## config.mk

```make
export PLATFORM = sky130hd
export DESIGN_NAME = spi_port
export DESIGN_NICKNAME = d
export VERILOG_FILES = /design/src/rtl/spi_port_pkg.sv /design/src/rtl/spi_sck_gen.sv /design/src/rtl/spi_shift_core.sv /design/src/rtl/spi_port.sv
export SDC_FILE = /design/constraint.sdc
export NUM_CORES = 1
export LEC_CHECK = 0
export BUFFER_PORTS_ARGS = -buffer_cell sky130_fd_sc_hd__buf_2
export CORE_ASPECT_RATIO = 0.8
export CORE_MARGIN = 4
export CORE_UTILIZATION = 40
export DETAILED_ROUTE_END_ITERATION = 10
export GPL_TIMING_DRIVEN = 0
export PLACE_DENSITY = 0.56
export SKIP_LAST_GASP = 1
export SLEW_MARGIN = 20
export SYNTH_ARGS = -nofsm -noshare
export SYNTH_HDL_FRONTEND = slang
export SYNTH_SLANG_ARGS = --single-unit
export TNS_END_PERCENT = 5
```

## constraint.sdc

```tcl
create_clock -name clk_i -period 5.4 [get_ports clk_i]
set_clock_uncertainty 0.1 [all_clocks]
set_input_delay 1.08 -clock clk_i [delete_from_list [all_inputs] [get_ports clk_i]]
set_output_delay 1.08 -clock clk_i [all_outputs]
set_load 0.005 [all_outputs]
```

## src/rtl/spi_port_pkg.sv

```systemverilog
package spi_port_pkg;
  localparam int unsigned RATE_W = 2;

  typedef enum logic [1:0] {
    A_CTRL = 2'd0,
    A_STAT = 2'd1,
    A_DATA = 2'd2,
    A_SSEL = 2'd3
  } reg_addr_e;

  typedef struct packed {
    logic [RATE_W-1:0] rate;  // [5:4]
    logic              cpha;  // [3]
    logic              cpol;  // [2]
    logic              mstr;  // [1]
    logic              en;    // [0]
  } ctrl_t;

  localparam int unsigned CTRL_W = $bits(ctrl_t);
endpackage

```

## src/rtl/spi_sck_gen.sv

```systemverilog
module spi_sck_gen #(
  parameter int unsigned RATE_W = 2
) (
  input  logic              clk_i,
  input  logic              rst_ni,
  input  logic              run_i,
  input  logic [RATE_W-1:0] rate_i,
  output logic              edge_o
);
  localparam int unsigned CNT_W = (1 << RATE_W) + 1;

  logic [CNT_W-1:0] cnt_q;
  logic [CNT_W-1:0] half_m1;

  assign half_m1 = (CNT_W'(2) << rate_i) - CNT_W'(1);
  assign edge_o  = run_i && (cnt_q == half_m1);

  always_ff @(posedge clk_i or negedge rst_ni) begin
    if (!rst_ni)          cnt_q <= '0;
    else if (!run_i)      cnt_q <= '0;
    else if (edge_o)      cnt_q <= '0;
    else                  cnt_q <= cnt_q + CNT_W'(1);
  end

  // shortest half period is two clocks
  p_edge_gap_r2: assert property (@(posedge clk_i) disable iff (!rst_ni)
    edge_o |=> !edge_o);
endmodule

```

## src/rtl/spi_shift_core.sv

```systemverilog
module spi_shift_core #(
  parameter int unsigned W = 8
) (
  input  logic         clk_i,
  input  logic         rst_ni,
  input  logic         load_i,
  input  logic [W-1:0] load_data_i,
  input  logic         clear_i,
  input  logic         sample_i,
  input  logic         drive_i,
  input  logic         cpha_i,
  input  logic         in_i,
  output logic         out_o,
  output logic [W-1:0] rx_o,
  output logic         full_o
);
  localparam int unsigned CW = $clog2(W);

  logic [W-1:0]  txd_q, rxd_q;
  logic [CW-1:0] cnt_q;
  logic          first_q;

  assign out_o  = txd_q[W-1];
  assign rx_o   = {rxd_q[W-2:0], in_i};
  assign full_o = sample_i && !load_i && !clear_i && (cnt_q == CW'(W-1));

  always_ff @(posedge clk_i or negedge rst_ni) begin
    if (!rst_ni) begin
      txd_q   <= '0;
      rxd_q   <= '0;
      cnt_q   <= '0;
      first_q <= 1'b1;
    end else if (load_i) begin
      txd_q   <= load_data_i;
      cnt_q   <= '0;
      first_q <= 1'b1;
    end else if (clear_i) begin
      cnt_q   <= '0;
      first_q <= 1'b1;
    end else begin
      if (sample_i) begin
        rxd_q <= rx_o;
        cnt_q <= full_o ? '0 : cnt_q + CW'(1);
      end
      if (drive_i) begin
        // leading-edge shifting presents the MSB on the first edge, no shift
        if (!(cpha_i && first_q)) txd_q <= {txd_q[W-2:0], 1'b0};
        first_q <= 1'b0;
      end
      if (full_o) first_q <= 1'b1;
    end
  end
endmodule

```

## src/rtl/spi_port.sv

```systemverilog
module spi_port
  import spi_port_pkg::*;
#(
  parameter int unsigned DW   = 8,
  parameter int unsigned SS_N = 8
) (
  input  logic            clk_i,
  input  logic            rst_ni,
  input  logic [1:0]      addr_i,
  input  logic            wr_i,
  input  logic            rd_i,
  input  logic [DW-1:0]   wdata_i,
  output logic [DW-1:0]   rdata_o,
  input  logic            sck_i,
  output logic            sck_o,
  output logic            sck_oe_o,
  input  logic            mosi_i,
  output logic            mosi_o,
  output logic            mosi_oe_o,
  input  logic            miso_i,
  output logic            miso_o,
  output logic            miso_oe_o,
  input  logic            ss_ni,
  output logic [SS_N-1:0] ss_no
);
  localparam int unsigned EW     = $clog2(2 * DW);
  localparam logic [EW-1:0] LAST = EW'(2 * DW - 1);

  ctrl_t           ctrl_q;
  logic [SS_N-1:0] ssel_q;
  logic [DW-1:0]   rx_buf_q;
  logic            done_q, wcol_q, modf_q, armed_q;
  logic            m_run_q, phase_q;
  logic [EW-1:0]   ecnt_q;

  // {sck, mosi, ss} two-flop synchronizer
  logic [2:0] sync1_q, sync2_q;
  logic       sck_d_q;
  logic       sck_s, mosi_s, ss_s;

  always_ff @(posedge clk_i or negedge rst_ni) begin
    if (!rst_ni) begin
      sync1_q <= 3'b001;
      sync2_q <= 3'b001;
      sck_d_q <= 1'b0;
    end else begin
      sync1_q <= {sck_i, mosi_i, ss_ni};
      sync2_q <= sync1_q;
      sck_d_q <= sync2_q[2];
    end
  end
  assign {sck_s, mosi_s, ss_s} = sync2_q;

  logic m_mode, s_mode, s_sel, fault;
  assign m_mode = ctrl_q.en && ctrl_q.mstr;
  assign s_mode = ctrl_q.en && !ctrl_q.mstr;
  assign s_sel  = s_mode && !ss_s;
  assign fault  = m_mode && !ss_s;

  logic data_wr, data_acc, stat_rd, busy, start;
  assign data_wr  = wr_i && (addr_i == A_DATA);
  assign data_acc = (wr_i || rd_i) && (addr_i == A_DATA);
  assign stat_rd  = rd_i && (addr_i == A_STAT);
  assign busy     = m_run_q || s_sel;
  assign start    = data_wr && m_mode && !m_run_q;

  // master clock
  logic edge_p, m_sample, m_drive, m_end;
  spi_sck_gen #(.RATE_W(RATE_W)) u_sck_gen (
    .clk_i  (clk_i),
    .rst_ni (rst_ni),
    .run_i  (m_run_q),
    .rate_i (ctrl_q.rate),
    .edge_o (edge_p)
  );
  assign m_sample = edge_p && (phase_q == ctrl_q.cpha);
  assign m_drive  = edge_p && (phase_q != ctrl_q.cpha);
  assign m_end    = edge_p && (ecnt_q == LAST);

  // slave clock edges
  logic s_edge, s_lead, s_sample, s_drive;
  assign s_edge   = s_sel && (sck_s != sck_d_q);
  assign s_lead   = sck_d_q == ctrl_q.cpol;
  assign s_sample = s_edge && (s_lead == !ctrl_q.cpha);
  assign s_drive  = s_edge && !(s_lead == !ctrl_q.cpha);

  logic          c_out, c_full;
  logic [DW-1:0] c_rx;
  spi_shift_core #(.W(DW)) u_core (
    .clk_i       (clk_i),
    .rst_ni      (rst_ni),
    .load_i      (data_wr && !busy),
    .load_data_i (wdata_i),
    .clear_i     (!ctrl_q.en || (s_mode && ss_s) || fault),
    .sample_i    (m_mode ? m_sample : s_sample),
    .drive_i     (m_mode ? m_drive : s_drive),
    .cpha_i      (ctrl_q.cpha),
    .in_i        (m_mode ? miso_i : mosi_s),
    .out_o       (c_out),
    .rx_o        (c_rx),
    .full_o      (c_full)
  );

  logic set_done, set_wcol, clr;
  assign set_done = (m_mode && m_end) || (s_mode && c_full);
  assign set_wcol = data_wr && busy;
  assign clr      = armed_q && data_acc;

  always_ff @(posedge clk_i or negedge rst_ni) begin
    if (!rst_ni) begin
      ctrl_q   <= '0;
      ssel_q   <= '1;
      rx_buf_q <= '0;
      done_q   <= 1'b0;
      wcol_q   <= 1'b0;
      modf_q   <= 1'b0;
      armed_q  <= 1'b0;
    end else begin
      if (wr_i && addr_i == A_CTRL) ctrl_q <= ctrl_t'(wdata_i[CTRL_W-1:0]);
      if (wr_i && addr_i == A_SSEL) ssel_q <= wdata_i[SS_N-1:0];
      if (fault) begin
        ctrl_q.en   <= 1'b0;
        ctrl_q.mstr <= 1'b0;
      end
      if (c_full) rx_buf_q <= c_rx;
      done_q  <= set_done || (done_q && !clr);
      wcol_q  <= set_wcol || (wcol_q && !clr);
      modf_q  <= fault    || (modf_q && !clr);
      if (clr)                                     armed_q <= 1'b0;
      else if (stat_rd && (done_q || wcol_q || modf_q)) armed_q <= 1'b1;
    end
  end

  always_ff @(posedge clk_i or negedge rst_ni) begin
    if (!rst_ni) begin
      m_run_q <= 1'b0;
      phase_q <= 1'b0;
      ecnt_q  <= '0;
    end else if (fault || !m_mode) begin
      m_run_q <= 1'b0;
      phase_q <= 1'b0;
      ecnt_q  <= '0;
    end else if (start) begin
      m_run_q <= 1'b1;
      phase_q <= 1'b0;
      ecnt_q  <= '0;
    end else if (edge_p) begin
      phase_q <= ~phase_q;
      ecnt_q  <= ecnt_q + EW'(1);
      if (m_end) m_run_q <= 1'b0;
    end
  end

  always_comb begin
    unique case (addr_i)
      A_CTRL:  rdata_o = DW'(ctrl_q);
      A_STAT:  rdata_o = DW'({modf_q, wcol_q, done_q});
      A_DATA:  rdata_o = rx_buf_q;
      default: rdata_o = DW'(ssel_q);
    endcase
  end

  assign sck_o     = ctrl_q.cpol ^ phase_q;
  assign sck_oe_o  = m_mode;
  assign mosi_o    = c_out;
  assign mosi_oe_o = m_mode;
  assign miso_o    = c_out;
  assign miso_oe_o = s_sel;
  assign ss_no     = m_mode ? ssel_q : '1;

  p_modf_drop_r7: assert property (@(posedge clk_i) disable iff (!rst_ni)
    $rose(modf_q) |-> (!ctrl_q.en && !ctrl_q.mstr && !sck_oe_o && !mosi_oe_o));
  p_wcol_set_r5: assert property (@(posedge clk_i) disable iff (!rst_ni)
    (data_wr && m_run_q) |=> wcol_q);
  p_sck_idle_r3: assert property (@(posedge clk_i) disable iff (!rst_ni)
    !m_run_q |-> (sck_o == ctrl_q.cpol));
  p_done_seen_r4: assert property (@(posedge clk_i) disable iff (!rst_ni)
    set_done |=> done_q);
  p_ss_quiet_r9: assert property (@(posedge clk_i) disable iff (!rst_ni)
    (s_mode && ss_s) |-> !c_full);
endmodule

```

# == After elaboration in Yosys (flattened, before gate mapping) ==
# Index checks and enable logic that the tools add are counted.
# W data, S select, Z words.
# word_totals
ff_bits,63
in_bits,18
output_inout_bits,22
word_cells,142
# classes
add_sub_neg,4
n_eq_ne,13
n_shift,1
n_mux,33
bitwise_logic,4
reduce_logical,65
# op_table
operator,count
$mux W8,5
$logic_and A1 B1 Y1,32
$pmux W8 S3,1
$mux W1,16
$mux W3,4
$mux W4,3
$logic_not A1 Y1,11
$logic_or A1 B1 Y1,11
$mux W5,2
$reduce_bool A3 Y1,3
$reduce_and A3 Y1,2
$reduce_bool A2 Y1,3
$add A5 B1 Y5 const B,1
$eq A5 B5 Y1,1
$shl A2 B2 Y5 const A,1
$sub A5 B2 Y5 const B,1
$add A4 B1 Y4 const B,1
$eq A2 B2 Y1 const B,2
$eq A4 B4 Y1 const B,1
$mux W2,2
$ne A2 B1 Y1 const B,2
$reduce_bool A4 Y1,1
$add A3 B1 Y3 const B,1
$eq A1 B1 Y1,3
other kinds (7),10

# == Logic depth before layout (Yosys ltp) ==
# Gate-level depths: netlist of run 1.
# depth
word_depth,14
ltp_mapped,7
mapped_depth_nobuf,6

# == Hierarchy ==
# A second synthesis of run 1 with hierarchy kept.
# unflattened
cells_unflattened,258
hier_area_um2,3070.4
# by_module_without_submodules
module,n_inst,cells_per_inst,area_per_inst_um2,seq_area_each_um2
spi_port,1,145,1868.0,988.4
spi_shift_core,1,85,915.9,476.7
spi_sck_gen,1,28,286.5,125.1

# == Worst setup path after synthesis of run 1 ==
# OpenSTA, ideal clock, no wires.
# synth_path
path_type,input to output
from,in addr_i[0]
to,out rdata_o[5]
arrival_time_ns,2.008
required_ns,4.220
path_slack_ns,2.212
stages,3
path_cell_list,clkbuf_1 -> mux2_2 -> a22o_1
# synth_via
elab_chain_len,2
word_cells_on_any_way,4
cone_classes,2 x eq/ne; 1 x mux; 1 x reduce/logical
# synth_rtl
item,line,rtl
"start, declared",spi_port.sv:9,"input logic [1:0] addr_i,"
"$eq A2 B2 Y1, or another cell as far along",spi_port.sv:155,unique case (addr_i)
$pmux W8 S3 (*),spi_port.sv:155,
"end, declared",spi_port.sv:13,"output logic [DW-1:0] rdata_o,"
# Every way passes the cells marked *; elsewhere a longest branch is shown, timed or not.

# == Worst setup path after layout of run 1 ==
# Same ends and word-level chain as after synthesis.

==> impl_results.md, run 1 <==
* Clock Path Buffers at 2
* Synth warnings at 0
* Die height at around 86 um
* Avg Vias per Cell at between 5 and 6
* Global-route congestion overflow total at 0
* Syn avg cell area at 11.9 sq um
* Core Util, Final at between 40 and 50%
* Prevailing post-synth register cell: dfrtp_1
* Hpwl dp at ~4700 um
* CTS tree: yes
* PortBufs at 39
* Largest net degree at the start of global routing at 43
* Placer Congestion at between 0.8 and 0.9
* Clk sink count at 63
* Place WS at 1840 ps
* EDFF count, synth at 0
* Most frequent cells in the layout: 52 x dfrtp_1, 38 x buf_2, 27 x nor2_1, 27 x mux2_2, 16 x mux2i_1
* Hold-fix buffers, CTS at 0
* Clk_lat worst skew at around 330 ps
* Total nets after synthesis at ~280
* Vias at 2062
* Num ports at 40
* RSZ-0062 raised after global routing: false
* WP data required at between 4000 and 5000 ps
* Final #Nets at approximately 330
* Register-to-register setup slack at between 3000 and 4000 ps
* First-pass GRT wire length at 10800 um
* Crit path max fanout at 10
* Detailed Route Iter0 Violations at 65
* Post-CTS Setup Bufs at 0
* Mapped cell area at 3010 sq um
* Crit start category: input pin
* WL final at between 6000 and 7000 um
* Critical Path End Type: output port
* Diode count at 0
* Most common cell after layout, fill and taps aside: dfrtp_1
* Slew Viols, Final at 0
* Tmin final at approximately 3600 ps
* Root Driver: clkbuf_8
* CTS buffer count at 9
* Row count at 28
* Starting Density at between 40% and 50%
* Placed cell area at about 3300 sq um
* Power Dens Cells at roughly 360 nW/um^2
* Final ANT Viol Nets at 0
* Cells after Synth at roughly 250
* GR peak layer: met2
* DRT Pass-1 Iters at 4
* Setup TNS at 0 ps
* Total die area at 8990 sq um
* Die width at roughly 110 um
* Post-route cell area at about 3500 sq um
* Crit path kind: in2out
* Met3 usage at roughly 4.7%
* Vias in the first global route at roughly 2100
* CP arrival at roughly 2400 ps
* Worst-path clk slew at 70 ps
* Measured slew at the worst slew-check pin at 596 ps
* Max IR drop VDD at around 0.18 mV
* Leak at 0.00161 uW
* Yosys reg bits at 63
* Grt met2 use at 22.4%
* Fin. Hold Viols at 0
* Final Setup Violations at 0
* Fin crit share at about 66%
* Slew margin rel. at between 60% and 70%
* Initial antenna violation count at 0
* Status: finished clean
* Worst setup margin at around 1800 ps
* DR WL/cell at around 16 um
* H-tree depth at 3
* Hold Path Class: reg2reg
* Synth async-reset ratio at between 90% and 100%
* Post-CTS sizing at 0
* CORE AREA at roughly 7400 sq um
* Yosys cell types at 41
* Fmax achieved at 281 MHz
* Gr usage total at roughly 15%
* Residual DRC at 0
* Maxcap violations at 0
* Share of layout cells above drive strength 1 at approximately two fifths
* Syn-to-layout area delta at 16.2%
* Sequential area share after synthesis at between 50 and 60%
* Global routing usage on met1 at between 20% and 30%
## synthesized netlist by cell type (2+ instances only)
cell | number | share of area [%]
a21o_1 | 2 | 0.50
a21oi_1 | 14 | 2.3
a22o_1 | 2 | 0.58
buf_4 | 2 | 0.50
clkbuf_1 | 6 | 0.75
dfrtp_1 | 52 | 43
dfstp_2 | 11 | 9.6
ha_1 | 4 | 1.7
inv_1 | 6 | 0.75
mux2_2 | 27 | 10
mux2i_1 | 16 | 5.3
mux4_2 | 3 | 2.2
nand2_1 | 13 | 1.6
nand3_1 | 13 | 2.2
nand4_1 | 2 | 0.42
nor2_1 | 27 | 3.4
nor2b_1 | 4 | 0.83
nor3_1 | 5 | 0.83
o21ai_0 | 5 | 0.83
or2_2 | 10 | 2.1
or3_2 | 2 | 0.50
xnor2_1 | 5 | 1.5
xor2_1 | 5 | 1.5
## power by group
group	leakage (uW)	total (uW)	internal (uW)	switching [uW]
clock network	0.0000801	341	165	177
logic	0.000750	305	158	147
registers	0.000782	630	562	68.0
## area by class of cell
class / count / area (sq um)
Fill cell: 702 / 3860
Inverter: 6 / 22.5
Clock inverter: 4 / 22.5
Multi-Input combinational cell: 175 / 1350
Timing Repair Buffer: 40 / 218
Clock buffer: 12 / 135
Buffer: 10 / 52.6
Sequential cell: 63 / 1590
Tap cell: 90 / 113
## flip-flops by register name (all words and copies together), names as in the netlist
register         cells
rx_buf_q             8
ecnt_q               4
u_core.cnt_q         3
ssel_q               8
u_core.txd_q         8
done_q               1
sync1_q              3
m_run_q              1
wcol_q               1
sck_d_q              1
ctrl_q               6
modf_q               1
phase_q              1
u_sck_gen.cnt_q      5
sync2_q              3
u_core.first_q       1
armed_q              1
u_core.rxd_q         7
## cell families after synthesis
| group | Yosys count | share of synthesized area (%) |
|---|---|---|
| AND/OR/NAND/NOR | 81 | 13.4 |
| flip-flops | 63 | 52.8 |
| AO/OA/AOI/OAI | 33 | 8.35 |
| multiplexers | 46 | 17.6 |
| XOR/XNOR | 11 | 3.70 |
| buffers and inverters | 16 | 2.49 |
| adder cells (fa/ha/maj) | 4 | 1.66 |
## final timing paths
kind	from	to	depth (start not counted)
min	sync1_q[2]$_DFF_PN0_	sync2_q[2]$_DFF_PN0_	0
min reg2reg	sync1_q[2]$_DFF_PN0_	sync2_q[2]$_DFF_PN0_	0
min in group asynchronous	rst_ni	ecnt_q[3]$_DFFE_PN0P_	1
max in group asynchronous	rst_ni	ssel_q[0]$_DFFE_PN1P_	2
max	addr_i[0]	rdata_o[5]	5
max reg2reg	ctrl_q[3]$_DFFE_PN0P_	rx_buf_q[4]$_DFFE_PN0P_	7
## metrics by stage
step                std cells  hold slack, ps  total power, uW
CTS                       400             246             1290
global route              400             266             1360
global placement          383             234              938
floorplan                 254             231              824
finish                    400             246             1280
detailed placement        384             235              945
## worst max-delay path, cell delays in order
cell and delay (ps):
buf_2 100, clkbuf_1 440, mux2_2 400, a22o_1 230, buf_2 120
## metal layers
layer	up-vias	share of wire, %	wire, um
li1	988	-	-
met5	-	0	0
met4	0	2.2	140
met3	14	3.6	227
met1	1028	51	3240
met2	32	43	2730
No activity file was read; power rests on OpenSTA's default activity.
==> run 2: changes to the inputs <==
--- a/config.mk
+++ b/config.mk
@@ -5,13 +5,14 @@
 export SDC_FILE = /design/constraint.sdc
 export NUM_CORES = 1
 export LEC_CHECK = 0
+export ABC_AREA = 1
 export BUFFER_PORTS_ARGS = -buffer_cell sky130_fd_sc_hd__buf_2
 export CORE_ASPECT_RATIO = 0.8
 export CORE_MARGIN = 4
 export CORE_UTILIZATION = 40
 export DETAILED_ROUTE_END_ITERATION = 10
 export GPL_TIMING_DRIVEN = 0
-export PLACE_DENSITY = 0.56
+export PLACE_DENSITY = 0.58
 export SKIP_LAST_GASP = 1
 export SLEW_MARGIN = 20
 export SYNTH_ARGS = -nofsm -noshare
==> constraint.sdc (replaced) <==
create_clock -name clk_i -period 3 [get_ports clk_i]
set_clock_uncertainty 0.1 [all_clocks]
set_input_delay 0.6 -clock clk_i [delete_from_list [all_inputs] [get_ports clk_i]]
set_output_delay 0.6 -clock clk_i [all_outputs]
set_load 0.005 [all_outputs]
==> impl_results.md, run 2 <==
* Status: finished clean
* EDFF count, synth at 0
* Global-route congestion overflow total at 0
* Max incr delay on CP at around 450 ps
* Die height at approximately 90 um
* Clock Path Buffers at 2
* Crit path max fanout at 8
* Worst r2r dst: rx_buf_q[3]$_DFFE_PN0P_
* H-tree depth at 3
* Crit path kind: in2out
* CP max stage cell: nor2_1
* Most common cell after layout, fill and taps aside: nand2_1
* Vias in the first global route at around 2600
* Residual DRC at 0
* Most frequent cell after synthesis: nand2_1
* CORE AREA at between 7000 and 8000 sq um
* Root Driver: clkbuf_8
* Total die area at ~9400 sq um
* Slew Viols, Final at 0
* DRT Pass-1 Iters at 4
* PortBufs at 39
* Synth warnings at 0
* Measured slew at the worst slew-check pin at 566 ps
* Place WS at ~700 ps
* Termination of the worst setup path: rdata_o[0]
* Setup TNS at 0 ps
* First-pass GRT wire length at roughly 13000 um
* Synth top cells by count: 118 x nand2_1, 52 x dfrtp_1, 32 x inv_1, 31 x nand3_1, 20 x o21ai_0
* Mapped cell area at between 3000 and 4000 sq um
* Area of the multi-input gates at between 1000 and 1500 sq um
* Final ANT Viol Nets at 0
* Cells after Synth at ~380
* Synth async-reset ratio at between 90% and 100%
* Largest net degree at the start of global routing at between 50 and 60
* Tmin final at around 2300 ps
* Reg2reg start: ctrl_q[0]$_DFFE_PN0P_
* Fin. Hold Viols at 0
* CP arrival at 1610 ps
* Worst path most repeated cell: buf_2
* Maxcap violations at 0
* Largest regs: rx_buf_q (8), ssel_q (8), u_core.txd_q (8)
* Register-to-register setup slack at roughly 1300 ps
* Num ports at 40
* Die width at around 110 um
* DR WL/cell at 14.1 um
* Yosys reg bits at 63
* Final Setup Violations at 0
* Syn avg cell area at between 8 and 9 sq um
* Share of layout cells above drive strength 1 at about a quarter
* FILL cells at between 700 and 800
* Fin crit share at about three quarters
* Hpwl dp at between 5000 and 6000 um
* Top-area cell type share of the netlist area at around 41%
* Worst-path clk slew at about 70 ps
* CTS tree: yes
* Placer Congestion at about 0.8
* Worst Reg-to-Reg Cells at 10
* Fmax achieved at 434 MHz
* CTS buffer count at 9
* Final #Nets at ~450
* Hold Path Class: in2reg
* Slew margin rel. at about 62%
* Avg Vias per Cell at 4.79
* Power Dens Cells at 688 nW/um^2
* Vias at around 2600
* WL final at 7620 um
* Sequential area share after synthesis at just over 50%
* Clk sink count at 63
* Diode count at 0
* Total nets after synthesis at between 300 and 400
* Clk_lat worst skew at about 340 ps
* Gr usage total at between 10% and 20%
* Initial antenna violation count at 0
* Cell Chain, Critical Path: buf_2 > nor2_1 > a221oi_1 > o21ai_0 > buf_2
* Detailed Route Iter0 Violations at between 100 and 150
* Max IR drop VDD at about 0.35 mV
* Prevailing post-synth register cell: dfrtp_1
* WP data required at approximately 2300 ps
* Crit start category: input pin
* Post-CTS sizing at 0
* Hold-fix buffers, CTS at 1
* Most frequent cells in the layout: 118 x nand2_1, 52 x dfrtp_1, 40 x buf_2, 32 x inv_1, 31 x nand3_1
* Top cells by area, synth: dfrtp_1 41%, nand2_1 14%, dfstp_2 9.2%, nand3_1 4.9%, inv_1 3.8%
* Final Non-Filler Cells at around 540
* Row count at 28
* Crit. Startpoint: addr_i[1]
* Post-synth top area cell: dfrtp_1
* Sequential cell area at ~1600 sq um
* RSZ-0062 raised after global routing: false
* Worst setup margin at 695 ps
* Yosys cell types at 33
* Placed Cells at between 500 and 600
* Syn-to-layout area delta at 19.1%
* Critical Path End Type: output port
* Starting Density at between 40% and 50%
* Post-CTS Setup Bufs at 0
* Leak at roughly 0.0019 uW
-- run 2: changes by cell type after synthesis, moves of 10 or more --
cell	before	now
o21ai_0	5	20
nand3_1	13	31
nand2_1	13	118
mux2_2	27	0
nor2_1	27	17
mux2i_1	16	0
inv_1	6	32
-- run 2: kinds of logic (layout without fill, tap and decap cells) --
group	after synthesis	after routing	share of synthesized area, %
AOI/OAI and AO/OA	42	42	7.62
and+or+nand+nor	205	205	29.6
buffers and inverters	52	109	7.70
xor gates and xnor gates	11	11	3.06
adders and majority gates	4	4	1.59
DFF	63	63	50.5
-- run 2: cell type report --
class / count / area share (%)
Inverter: 39 / 3.90
Clock buffer: 13 / 4.50
Buffer: 13 / 2.57
Sequential cell: 63 / 42.4
Clock inverter: 3 / 1.73
Timing Repair Buffer: 41 / 6.27
Tap cell: 105 / 3.50
Multi-Input combinational cell: 262 / 35.1
-- run 2: metrics by stage --
step	total power [uW]	hold slack [ps]	area (sq um)	util [%]
4_1_cts	2610	235	3750	49.8
2_1_floorplan	1490	204	3150	-
3_5_place_dp	1740	240	3510	46.6
3_3_place_gp	1720	233	3480	46.2
6_report	2580	252	3750	49.8
5_1_grt	2750	218	3750	49.8
-- run 2: power breakdown --
group / internal [uW] / switching, uW / leakage (uW) / total (uW)
Clock: 535 / 329 / 0.000120 / 865
Sequential: 993 / 93.0 / 0.000798 / 1090
Combinational: 249 / 381 / 0.000982 / 630
Total: 1780 / 804 / 0.00190 / 2580
-- run 2: worst min path at each step --
stage	startpoint	to	slack, ps	cells after the start
2_1_floorplan	rst_ni	armed_q$_DFFE_PN0P_	200	0
3_3_place_gp	sync1_q[2]$_DFF_PN0_	sync2_q[2]$_DFF_PN0_	230	0
3_5_place_dp	sync1_q[2]$_DFF_PN0_	sync2_q[2]$_DFF_PN0_	240	0
4_1_cts	ss_ni	sync1_q[0]$_DFF_PN1_	230	1
5_1_grt	ss_ni	sync1_q[0]$_DFF_PN1_	220	1
6_report	ss_ni	sync1_q[0]$_DFF_PN1_	250	1
-- run 2: worst max-delay path, delay by kind of cell --
kind / cells / cell delay [ps]
AND/OR/NAND/NOR: 1 / 450
AO/OA/AOI/OAI: 2 / 290
buffers and inverters: 2 / 260
-- run 2: layer usage --
| layer | track usage [%] | vias up | wire [um] |
|---|---|---|---|
| met5 | 0 | - | 0 |
| met4 | 6.27 | 0 | 34 |
| met2 | 27.5 | 48 | 3510 |
| met1 | 25.5 | 1219 | 3720 |
| li1 | - | 1311 | - |
| met3 | 4.52 | 4 | 353 |
==> run 3: changes to the inputs <==
--- a/config.mk
+++ b/config.mk
@@ -5,7 +5,7 @@
 export SDC_FILE = /design/constraint.sdc
 export NUM_CORES = 1
 export LEC_CHECK = 0
-export ABC_AREA = 1
+export ABC_AREA = 0
 export BUFFER_PORTS_ARGS = -buffer_cell sky130_fd_sc_hd__buf_2
 export CORE_ASPECT_RATIO = 0.8
 export CORE_MARGIN = 4
==> constraint.sdc (replaced) <==
create_clock -name clk_i -period 2.1 [get_ports clk_i]
set_clock_uncertainty 0.1 [all_clocks]
set_input_delay 0.42 -clock clk_i [delete_from_list [all_inputs] [get_ports clk_i]]
set_output_delay 0.42 -clock clk_i [all_outputs]
set_load 0.005 [all_outputs]
==> impl_results.md, run 3 (same netlist as run 1, synthesis figures left out) <==
* Status: complete, but fails checks
* Failing checks: setup timing
* Largest regs: rx_buf_q (8), ssel_q (8), u_core.txd_q (8)
* Clk sink count at 63
* First-pass GRT wire length at between 10000 and 15000 um
* Max incr delay on CP at around 470 ps
* Measured slew at the worst slew-check pin at around 600 ps
* Largest net degree at the start of global routing at 37
* Clock Path Buffers at 2
* Die height at roughly 86 um
* Max IR drop VDD at between 0.5 and 0.6 mV
* Residual DRC at 0
* Crit path max fanout at 10
* CP max stage cell: dfrtp_1
* Initial antenna violation count at 0
* Maxcap violations at 0
* CORE AREA at 7360 sq um
* RSZ-0062 raised after global routing: true
* Cell Chain, Critical Path: nand2_1 > clkbuf_1 > or2_2 > buf_2
* Crit start category: flip-flop
* Syn-to-layout area delta at 17.7%
* CTS buffer count at 9
* Hpwl dp at ~4500 um
* Hold Path Class: in2reg
* Setup TNS at -1110 ps
* Die width at about 110 um
* Row count at 28
* Num ports at 40
* Vias at about 2000
* Final Setup Violations at 21
* Starting Density at 41.0%
* Kind of cell adding the most delay to the critical path: simple AND/OR/NAND/NOR gates
* Critical Path End Type: output port
* Critical path depth at 4
* Clk_lat worst skew at 340 ps
* Gr usage total at roughly 15%
* Fin. Hold Viols at 0
* Place WS at -177 ps
* CP arrival at about 1700 ps
* Hold Path Stages at 1
* WP data required at 1580 ps
* PortBufs at 39
* Power Dens Cells at ~970 nW/um^2
* Worst Reg-to-Reg Cells at 6
* DRT Pass-1 Iters at 4
* Most frequent cells in the layout: 51 x dfrtp_1, 38 x buf_2, 27 x nor2_1, 27 x mux2_2, 16 x mux2i_1
* Fin crit share at 104%
* Global-route congestion overflow total at 0
* Most common cell after layout, fill and taps aside: dfrtp_1
* CTS tree: yes
* WL final at ~6200 um
* Total die area at between 8000 and 9000 sq um
* Buf+Inv Stages, Crit Path at 2
* Worst-path clk slew at around 60 ps
* Leak at approximately 0.0016 uW
* Crit path kind: reg2out
* Final ANT Viol Nets at 0
* Total power at between 3000 and 4000 uW
* Slew Viols, Final at 0
* Placer Congestion at roughly 0.83
* Diode count at 0
* H-tree depth at 3
* Avg Vias per Cell at a little over 5
* Tmin final at ~2200 ps
* Root Driver: clkbuf_8
* Share of layout cells above drive strength 1 at 39.2%
* Vias in the first global route at approximately 2000
* Final #Nets at 326
* DR WL/cell at approximately 16 um
* Detailed Route Iter0 Violations at between 90 and 100
* Slew margin rel. at about 60%
* Fmax achieved at 458 MHz
* Worst setup margin at -81.5 ps
[run 3: cell types whose count changed in the layout (fill, tap and decap cells not counted), moves of 10 or more]
cell,change
nand3_1,-18
inv_1,-26
nor2_1,+10
o21ai_0,-15
nand2_1,-105
mux2i_1,+16
mux2_2,+27
[run 3: power by group]
group	internal (uW)	switching (uW)
Sequential	1450	183
Combinational	404	367
Clock	582	453
Total	2430	1000
[run 3: through the flow]
step | cells | util (%) | cell area, sq um | hold slack (ps)
after CTS | 399 | 48.1 | 3540 | 59.7
after floorplan | 254 | - | 3010 | 24.4
final | 399 | 48.2 | 3550 | 77.9
after global routing | 399 | 48.2 | 3550 | 66.4
after detailed placement | 384 | 45.4 | 3340 | 236
after global placement | 383 | 45.1 | 3320 | 234
[run 3: what timing repair did]
action,4_1_cts,5_1_grt
hold buffers,1,0
pin swaps,0,2
buffers inserted,0,1
endpoints found under the setup margin,34,36
gates cloned,0,0
endpoints found under the hold margin,24,0
gates resized for setup,0,2
[run 3: final timing paths]
path / start / to / slack (ps)
min: ss_ni / sync1_q[0]$_DFF_PN1_ / 80
min in group asynchronous: rst_ni / ecnt_q[0]$_DFFE_PN0P_ / 440
max: ctrl_q[1]$_DFFE_PN0P_ / ss_no[2] / -80
max reg2reg: ctrl_q[3]$_DFFE_PN0P_ / rx_buf_q[5]$_DFFE_PN0P_ / -60
max in group asynchronous: rst_ni / ssel_q[0]$_DFFE_PN1P_ / 880
min reg2reg: sync1_q[2]$_DFF_PN0_ / sync2_q[2]$_DFF_PN0_ / 250
[run 3: final cells by class]
type,count,area (sq um)
well taps,90,113
fillers,721,3810
plain buffers,7,42.5
multi-input cells,175,1350
flip-flops and latches,63,1590
inverters,6,22.5
repair buffers,42,235
clock buffers,13,149
clock inverters,3,45.0
[run 3: layer usage]
metal	vias to the layer above	share of wire, %	track usage (%)
met3	7	5.2	4.89
li1	987	-	-
met2	35	44	21.0
met4	0	0.95	4.53
met1	1003	50	21.5
met5	-	0	0
[run 3: worst register-to-register path, delay by kind of cell (launching register included)]
kind,cells,cell delay [ps]
mux,1,380
xor+xnor,1,230
flops,1,480
compound gates,1,330
simple gates,3,520
